$ cat src/rtl/tsf_pkg.sv
package tsf_pkg;
  typedef enum logic [1:0] {
    MODE_SEARCH = 2'd0,
    MODE_LOCKED = 2'd1,
    MODE_HOLD   = 2'd2
  } mode_e;

  localparam logic [7:0] SYNC_VAL  = 8'h47;
  localparam int         LEN_SHORT = 188;
  localparam int         LEN_LONG  = 204;
  localparam int         CNT_W     = 8;
endpackage

$ cat src/rtl/tsf_byte_check.sv
module tsf_byte_check (
  input  logic [7:0] data_i,
  input  logic       valid_i,
  input  logic       sync_i,
  output logic       sync_ok_o,
  output logic       frame_err_o
);
  import tsf_pkg::*;

  logic is_sync_val;

  always_comb begin
    is_sync_val = (data_i == SYNC_VAL);
    sync_ok_o   = valid_i & sync_i & is_sync_val;
    frame_err_o = valid_i & (sync_i ^ is_sync_val);
  end
endmodule

$ cat src/rtl/tsf_lock_fsm.sv
module tsf_lock_fsm #(
  parameter int LOCK_PKTS  = 3,
  parameter int IDLE_TICKS = 1000,
  parameter int STOP_TICKS = 1000
) (
  input  logic                      clk_i,
  input  logic                      rst_ni,
  input  logic                      valid_i,
  input  logic                      sync_ok_i,
  input  logic                      frame_err_i,
  input  logic                      tick_i,
  output logic                      pkt_done_o,
  output logic                      len204_o,
  output logic                      stop_o,
  output logic                      start_o
);
  import tsf_pkg::*;

  localparam int TICK_MAX = (IDLE_TICKS > STOP_TICKS) ? IDLE_TICKS : STOP_TICKS;
  localparam int TICK_W   = $clog2(TICK_MAX + 1);
  localparam int RUN_W    = $clog2(LOCK_PKTS + 1);
  localparam logic [CNT_W-1:0] CNT_SAT = '1;

  mode_e             mode_q;
  logic [CNT_W-1:0]  cnt_q;
  logic              in_pkt_q, err_q;
  logic [RUN_W-1:0]  run_q, run_next;
  logic              run_long_q;
  logic [TICK_W-1:0] tick_q;
  logic [CNT_W-1:0]  exp_len;
  logic              close_ok, close_long, lock_now;

  always_comb begin
    close_long = (cnt_q == CNT_W'(LEN_LONG));
    close_ok   = close_long || (cnt_q == CNT_W'(LEN_SHORT));
    if (in_pkt_q && !err_q && close_ok)
      run_next = (run_q != '0 && close_long == run_long_q) ? run_q + RUN_W'(1) : RUN_W'(1);
    else
      run_next = '0;
    lock_now = sync_ok_i && (run_next == RUN_W'(LOCK_PKTS));
    exp_len  = len204_o ? CNT_W'(LEN_LONG) : CNT_W'(LEN_SHORT);
  end

  always_ff @(posedge clk_i or negedge rst_ni) begin
    if (!rst_ni) begin
      mode_q     <= MODE_SEARCH;
      cnt_q      <= '0;
      in_pkt_q   <= 1'b0;
      err_q      <= 1'b0;
      run_q      <= '0;
      run_long_q <= 1'b0;
      tick_q     <= '0;
      len204_o   <= 1'b0;
      stop_o     <= 1'b1;
      start_o    <= 1'b0;
      pkt_done_o <= 1'b0;
    end else begin
      start_o    <= 1'b0;
      pkt_done_o <= 1'b0;
      case (mode_q)
        MODE_SEARCH: begin
          if (sync_ok_i) begin
            cnt_q      <= CNT_W'(1);
            in_pkt_q   <= 1'b1;
            err_q      <= 1'b0;
            run_q      <= lock_now ? '0 : run_next;
            run_long_q <= close_long;
            if (lock_now) begin
              mode_q   <= MODE_LOCKED;
              len204_o <= close_long;
              stop_o   <= 1'b0;
              start_o  <= 1'b1;
              tick_q   <= '0;
            end
          end else if (valid_i) begin
            if (frame_err_i) err_q <= 1'b1;
            if (cnt_q != CNT_SAT) cnt_q <= cnt_q + CNT_W'(1);
          end
        end
        MODE_LOCKED: begin
          if (valid_i) begin
            tick_q <= '0;
            if (frame_err_i || (sync_ok_i && cnt_q != exp_len) ||
                (!sync_ok_i && cnt_q == exp_len)) begin
              mode_q <= MODE_HOLD;
              stop_o <= 1'b1;
            end else if (sync_ok_i) begin
              cnt_q <= CNT_W'(1);
            end else begin
              cnt_q <= cnt_q + CNT_W'(1);
              if (cnt_q + CNT_W'(1) == exp_len) pkt_done_o <= 1'b1;
            end
          end else if (tick_i) begin
            if (tick_q == TICK_W'(IDLE_TICKS - 1)) begin
              mode_q <= MODE_HOLD;
              stop_o <= 1'b1;
              tick_q <= '0;
            end else begin
              tick_q <= tick_q + TICK_W'(1);
            end
          end
        end
        MODE_HOLD: begin
          if (tick_i) begin
            if (tick_q == TICK_W'(STOP_TICKS - 1)) begin
              mode_q   <= MODE_SEARCH;
              tick_q   <= '0;
              cnt_q    <= '0;
              in_pkt_q <= 1'b0;
              err_q    <= 1'b0;
              run_q    <= '0;
            end else begin
              tick_q <= tick_q + TICK_W'(1);
            end
          end
        end
        default: mode_q <= MODE_SEARCH;
      endcase
    end
  end


  locked_err_hold_chk: assert property (@(posedge clk_i) disable iff (!rst_ni)
    (mode_q == MODE_LOCKED && frame_err_i) |=> (mode_q == MODE_HOLD && stop_o));


  start_single_chk: assert property (@(posedge clk_i) disable iff (!rst_ni)
    start_o |=> !start_o);


  start_from_stop_chk: assert property (@(posedge clk_i) disable iff (!rst_ni)
    start_o |-> (!stop_o && $past(stop_o)));


  unlocked_stop_chk: assert property (@(posedge clk_i) disable iff (!rst_ni)
    (mode_q != MODE_LOCKED) |-> stop_o);
endmodule

$ cat src/rtl/tsf_pkt_buf.sv
module tsf_pkt_buf #(
  parameter int ADDR_W = 8,
  parameter int LEN_W  = 8
) (
  input  logic             clk_i,
  input  logic             rst_ni,
  input  logic             wr_en_i,
  input  logic [7:0]       wr_data_i,
  input  logic             base_mark_i,
  input  logic             done_i,
  input  logic [LEN_W-1:0] len_i,
  output logic [7:0]       data_o,
  output logic             valid_o,
  output logic             sop_o,
  output logic             eop_o
);
  localparam int DEPTH = 1 << ADDR_W;

  logic [7:0]        mem [DEPTH];
  logic [ADDR_W-1:0] wr_ptr_q, base_q, rd_ptr_q;
  logic [LEN_W-1:0]  rd_left_q;
  logic              first_q;

  always_ff @(posedge clk_i) begin
    if (wr_en_i) mem[wr_ptr_q] <= wr_data_i;
  end

  always_ff @(posedge clk_i or negedge rst_ni) begin
    if (!rst_ni) begin
      wr_ptr_q  <= '0;
      base_q    <= '0;
      rd_ptr_q  <= '0;
      rd_left_q <= '0;
      first_q   <= 1'b0;
      data_o    <= '0;
      valid_o   <= 1'b0;
      sop_o     <= 1'b0;
      eop_o     <= 1'b0;
    end else begin
      if (wr_en_i) begin
        wr_ptr_q <= wr_ptr_q + ADDR_W'(1);
        if (base_mark_i) base_q <= wr_ptr_q;
      end
      valid_o <= 1'b0;
      sop_o   <= 1'b0;
      eop_o   <= 1'b0;
      if (rd_left_q != '0) begin
        data_o    <= mem[rd_ptr_q];
        valid_o   <= 1'b1;
        sop_o     <= first_q;
        eop_o     <= (rd_left_q == LEN_W'(1));
        rd_ptr_q  <= rd_ptr_q + ADDR_W'(1);
        rd_left_q <= rd_left_q - LEN_W'(1);
        first_q   <= 1'b0;
      end
      // a new packet may complete on the cycle the previous one drains
      if (done_i) begin
        rd_ptr_q  <= base_q;
        rd_left_q <= len_i;
        first_q   <= 1'b1;
      end
    end
  end


  sop_eop_valid_chk: assert property (@(posedge clk_i) disable iff (!rst_ni)
    (sop_o || eop_o) |-> valid_o);


  readout_overlap_chk: assert property (@(posedge clk_i) disable iff (!rst_ni)
    done_i |-> (rd_left_q < LEN_W'(2)));
endmodule

$ cat src/rtl/ts_packet_framer.sv
module ts_packet_framer #(
  parameter int LOCK_PKTS  = 3,
  parameter int IDLE_TICKS = 1000,
  parameter int STOP_TICKS = 1000,
  parameter int BUF_AW     = 8
) (
  input  logic       clk_i,
  input  logic       rst_ni,
  input  logic [7:0] ts_data_i,
  input  logic       ts_valid_i,
  input  logic       ts_sync_i,
  input  logic       ref_tick_i,
  output logic [7:0] pkt_data_o,
  output logic       pkt_valid_o,
  output logic       pkt_sop_o,
  output logic       pkt_eop_o,
  output logic       flow_stop_o,
  output logic       flow_stable_o,
  output logic       flow_start_o,
  output logic       pkt_len204_o
);
  import tsf_pkg::*;

  logic             sync_ok, frame_err, pkt_done;
  logic [CNT_W-1:0] pkt_len;

  tsf_byte_check u_byte_check (
    .data_i      (ts_data_i),
    .valid_i     (ts_valid_i),
    .sync_i      (ts_sync_i),
    .sync_ok_o   (sync_ok),
    .frame_err_o (frame_err)
  );

  tsf_lock_fsm #(
    .LOCK_PKTS  (LOCK_PKTS),
    .IDLE_TICKS (IDLE_TICKS),
    .STOP_TICKS (STOP_TICKS)
  ) u_lock_fsm (
    .clk_i       (clk_i),
    .rst_ni      (rst_ni),
    .valid_i     (ts_valid_i),
    .sync_ok_i   (sync_ok),
    .frame_err_i (frame_err),
    .tick_i      (ref_tick_i),
    .pkt_done_o  (pkt_done),
    .len204_o    (pkt_len204_o),
    .stop_o      (flow_stop_o),
    .start_o     (flow_start_o)
  );

  assign pkt_len       = pkt_len204_o ? CNT_W'(LEN_LONG) : CNT_W'(LEN_SHORT);
  assign flow_stable_o = ~flow_stop_o;

  tsf_pkt_buf #(
    .ADDR_W (BUF_AW),
    .LEN_W  (CNT_W)
  ) u_pkt_buf (
    .clk_i       (clk_i),
    .rst_ni      (rst_ni),
    .wr_en_i     (ts_valid_i),
    .wr_data_i   (ts_data_i),
    .base_mark_i (sync_ok),
    .done_i      (pkt_done),
    .len_i       (pkt_len),
    .data_o      (pkt_data_o),
    .valid_o     (pkt_valid_o),
    .sop_o       (pkt_sop_o),
    .eop_o       (pkt_eop_o)
  );


  stable_vs_stop_chk: assert property (@(posedge clk_i) disable iff (!rst_ni)
    flow_stable_o != flow_stop_o);
endmodule

$ cat config.mk
export PLATFORM = sky130hd
export DESIGN_NAME = ts_packet_framer
export DESIGN_NICKNAME = d
export VERILOG_FILES = /design/src/rtl/tsf_pkg.sv /design/src/rtl/tsf_byte_check.sv /design/src/rtl/tsf_lock_fsm.sv /design/src/rtl/tsf_pkt_buf.sv /design/src/rtl/ts_packet_framer.sv
export SDC_FILE = /design/constraint.sdc
export NUM_CORES = 2
export LEC_CHECK = 0
export BUFFER_PORTS_ARGS = -buffer_cell sky130_fd_sc_hd__buf_4
export CAP_MARGIN = 40
export CORE_MARGIN = 2
export CORE_UTILIZATION = 45
export CTS_BUF_LIST = sky130_fd_sc_hd__clkbuf_8
export DETAILED_ROUTE_END_ITERATION = 8
export PLACE_DENSITY = 0.6
export SETUP_SLACK_MARGIN = 0.2
export SYNTH_ARGS = -nofsm -noshare
export SYNTH_HDL_FRONTEND = slang
export SYNTH_SLANG_ARGS = --single-unit
$ cat constraint.sdc
create_clock -name clk_i -period 5.2 [get_ports clk_i]
set_clock_uncertainty 0.15 [all_clocks]
set_input_delay 0.26 -clock clk_i [delete_from_list [all_inputs] [get_ports clk_i]]
set_output_delay 0.26 -clock clk_i [all_outputs]
set_load 0.03 [all_outputs]
==> impl_metrics.json <==
{
  "track_usage_pct": 23.08,
  "report.final.slew_viol_count": 0,
  "clock-sinks": 2121,
  "start_kind": "register",
  "final_core_util_pct": 51.03,
  "final_area_sq_mm": 0.09442,
  "endpoint_kind": "register",
  "crit_family": "compound AO/OA/AOI/OAI gates",
  "netlist_area_sq_mm": 0.08369,
  "netlist.area_leader.share_pct": 73.49,
  "yosysSeqAreaShare_pct": 75.67,
  "dp.cells": 6657,
  "crit_arrival_ns": 4.92,
  "power_frac_comb_pct": 30.3,
  "fmaxAchievable_mhz": 240.4,
  "cts_setup_buffers": 0,
  "cts_tree": "built",
  "synth.area.mux_share_pct": 15.84,
  "wl_um": 220500,
  "synth_cell_types": 72,
  "required_ns": 5.96,
  "globalRoute.totalOverflow": 0,
  "firstDrtPassIters": 6,
  "io_pins": 28,
  "use_met1_pct": 32.31,
  "die_w_um": 435.2,
  "synthTopCellsByArea": "edfxtp_1 (73%), mux4_2 (13%), mux2i_1 (2.9%)",
  "syn_inst": 4149,
  "setup_tns_ns": 0,
  "synth_compound_area_share_pct": 2.875,
  "stdcell_count": 7277,
  "dieArea_sq_mm": 0.1894,
  "insertion_delay_ns": 1.05,
  "cts.reportedPaths.clkPinSlew_ns": 0.06,
  "crit_type": "reg -> reg",
  "postCtsHoldBufs": 16,
  "ant_nets": 0,
  "setup_viol_count_final": 0,
  "grt_use_met2_pct": 35.90,
  "power_density_mw_per_mm2": 502.1,
  "period_minus_slack_ns": 4.160,
  "fin_crit_sh_pct": 79.99,
  "outcome": "completed",
  "grt_max_degree": 189,
  "synth_enable_flop_cells": 2048,
  "start_util_pct": 45.23,
  "die_h_um": 435.2,
  "peakVddDrop_v": 0.0002888,
  "worstMarginPinSlew_ns": 1.076,
  "cts_root_buffer": "clkbuf_8",
  "wl_per_cell_um": 30.30,
  "core_sq_mm": 0.1850,
  "switching_share_pct": 32.88,
  "path_buf_inv": 3,
  "yosysWarningCount": 0,
  "cp_max_fo": 17,
  "syn_nets": 4178,
  "seq_power_share_pct": 41.4,
  "synth_top_family_by_area": "multiplexers",
  "hold_ws_ns": 0.09970,
  "vias": 43290,
  "drive_above_1_share_pct": 25.42,
  "n_fill_cell": 14910,
  "synthAdderAreaFrac_pct": 0.2392,
  "initialDrtViolationCount": 4944,
  "via_per_inst": 5.948,
  "finalHoldViolations": 0,
  "cap_violations": 0,
  "port_buffers": 27,
  "slowest_stage": "a2111oi_0",
  "grt_antenna_before_repair": 5,
  "grt_busiest_layer": "met2",
  "clockBufferDepth": 4,
  "yosysTopAreaCell": "edfxtp_1",
  "synthArstFlopShare_pct": 3.442,
  "nets": 4587,
  "grt_use_met3_pct": 4.590,
  "p_leak_nw": 30.79,
  "remaining_drc_errors": 0,
  "synth.avg_cell_area_sq_um": 20.17,
  "slew_headroom_pct": 28.25,
  "hold_class": "in -> reg",
  "path_cells": "buf_4 > buf_4 > mux4_2 > mux2i_1 > o21ai_0 > a2111oi_0 > buf_4 > a311oi_1 > a221o_1",
  "hpwl_um": 134700,
  "syn_to_final_growth_pct": 12.83,
  "rsz0062_at_grt": "no",
  "ys.flop_type": "edfxtp_1",
  "synth_xor_area_share_pct": 0.2093,
  "p_switching_w": 0.01559,
  "p_clk_share_pct": 28.4,
  "synth_simple_gate_area_share_pct": 3.246,
  "p_int_w": 0.03182,
  "routabilityCongestion": 0.8536,
  "slowest_delay_ns": 0.74,
  "cts_buffers": 362,
  "place_area_sq_mm": 0.08798,
  "grt_pass1_vias": 43610,
  "cpMostUsedCell": "buf_4",
  "cts_resized": 0,
  "rows": 158,
  "grt_pass1_wl_um": 315600,
  "synth-seq-cells": 2121,
  "htreeDepth": 5
}
[worst paths after layout]
check / start / endpoint / slack (ns) / cells past startpoint
setup / recovery: u_pkt_buf.rd_ptr_q[0] / u_pkt_buf.data_o[7] / 1.04 / 9
hold / removal: ts_data_i[1] / u_pkt_buf.mem[134][1] / 0.1 / 2
setup reg to reg: u_pkt_buf.rd_ptr_q[0] / u_pkt_buf.data_o[7] / 1.04 / 9
hold reg to reg: u_pkt_buf.first_q / u_pkt_buf.first_q / 0.32 / 1
max in group asynchronous: rst_ni / u_pkt_buf.rd_ptr_q[0] / 3.54 / 5
min in group asynchronous: rst_ni / u_lock_fsm.start_o / 0.21 / 3
[sequential cells by signal, summed over array words and instances, names as in the netlist, 8 cells and up]
name                 flops
u_pkt_buf.rd_ptr_q       8
u_lock_fsm.cnt_q         8
u_pkt_buf.wr_ptr_q       8
u_pkt_buf.data_o         8
u_lock_fsm.tick_q       10
u_pkt_buf.base_q         8
u_pkt_buf.mem         2048
u_pkt_buf.rd_left_q      8
[per-stage QoR]
stage | total power (W) | worst slack, ns
2_1_floorplan | 0.02888 | 2.392
3_3_place_gp | 0.03421 | 0.7698
3_5_place_dp | 0.03426 | 1.093
4_1_cts | 0.04765 | 1.093
5_1_grt | 0.04899 | 0.9321
6_report | 0.04741 | 1.040
[cells in the final DEF, fill, tap and decap left out, drive strengths merged, types with 78 or more instances in the layout]
cell	count
nand2	121
mux4	470
clkbuf	381
inv	145
mux2i	246
nor2	328
buf	275
clkinv	95
o21ai	78
edfxtp	2048
[worst register-to-register path, stage by stage, from the launching register on]
cell	delay, ns
dfrtp_4	0.67
buf_4	0.34
buf_4	0.40
mux4_2	0.58
mux2i_1	0.34
o21ai_0	0.17
a2111oi_0	0.74
buf_4	0.25
a311oi_1	0.11
a221o_1	0.33
[power by group through the flow]
stage	Combinational, W	Clock (W)	Sequential (W)
2_1_floorplan	0.00931	0	0.0196
3_3_place_gp	0.0142	0	0.0200
3_5_place_dp	0.0143	0	0.0199
4_1_cts	0.0144	0.0137	0.0196
5_1_grt	0.0150	0.0144	0.0196
6_report	0.0143	0.0134	0.0196
[layer usage]
metal  share of wire [%]  routed length [um]  up-vias
li1                    -                   -    17910
met1                  41               89830    22840
met2                  47              103600     2081
met3                 8.3               18320      464
met4                 4.0                8761        0
met5                   0                   0        -
[layout make-up]
cell class | instances | area, sq um | area share [%]
antenna | 5 | 12.51 | 0.01325
multi-input combinational | 1744 | 18860 | 19.97
tap | 2480 | 3103 | 3.286
sequential | 2121 | 63350 | 67.09
inverter | 30 | 112.6 | 0.1193
clock inverter | 225 | 1125 | 1.191
clock buffer | 373 | 5134 | 5.437
timing repair buffer | 299 | 2731 | 2.893
[synthesized netlist by cell type (15+ instances only)]
| library cell | instances |
|---|---|
| o221ai_1 | 15 |
| nand2_1 | 121 |
| dfrtp_1 | 72 |
| mux2i_1 | 246 |
| o211ai_1 | 18 |
| buf_4 | 26 |
| edfxtp_1 | 2048 |
| nor2_1 | 328 |
| nand2b_1 | 15 |
| a221oi_1 | 25 |
| inv_1 | 30 |
| mux4_2 | 469 |
| clkbuf_1 | 118 |
| nor3_1 | 22 |
| a21oi_1 | 52 |
| mux2_2 | 18 |
| a22oi_1 | 33 |
| ha_1 | 16 |
| nand3_1 | 59 |
| nor2b_1 | 15 |
| buf_2 | 55 |
| o21ai_0 | 78 |
| buf_6 | 33 |
| o22ai_1 | 35 |
[cell families after synthesis]
group / Yosys count
and+or+nand+nor: 621
muxes: 734
AOI/OAI and AO/OA: 353
DFF: 2121
xor gates and xnor gates: 20
buffers and inverters: 284
adders and majority gates: 16
(Power assumes the default switching activity.)
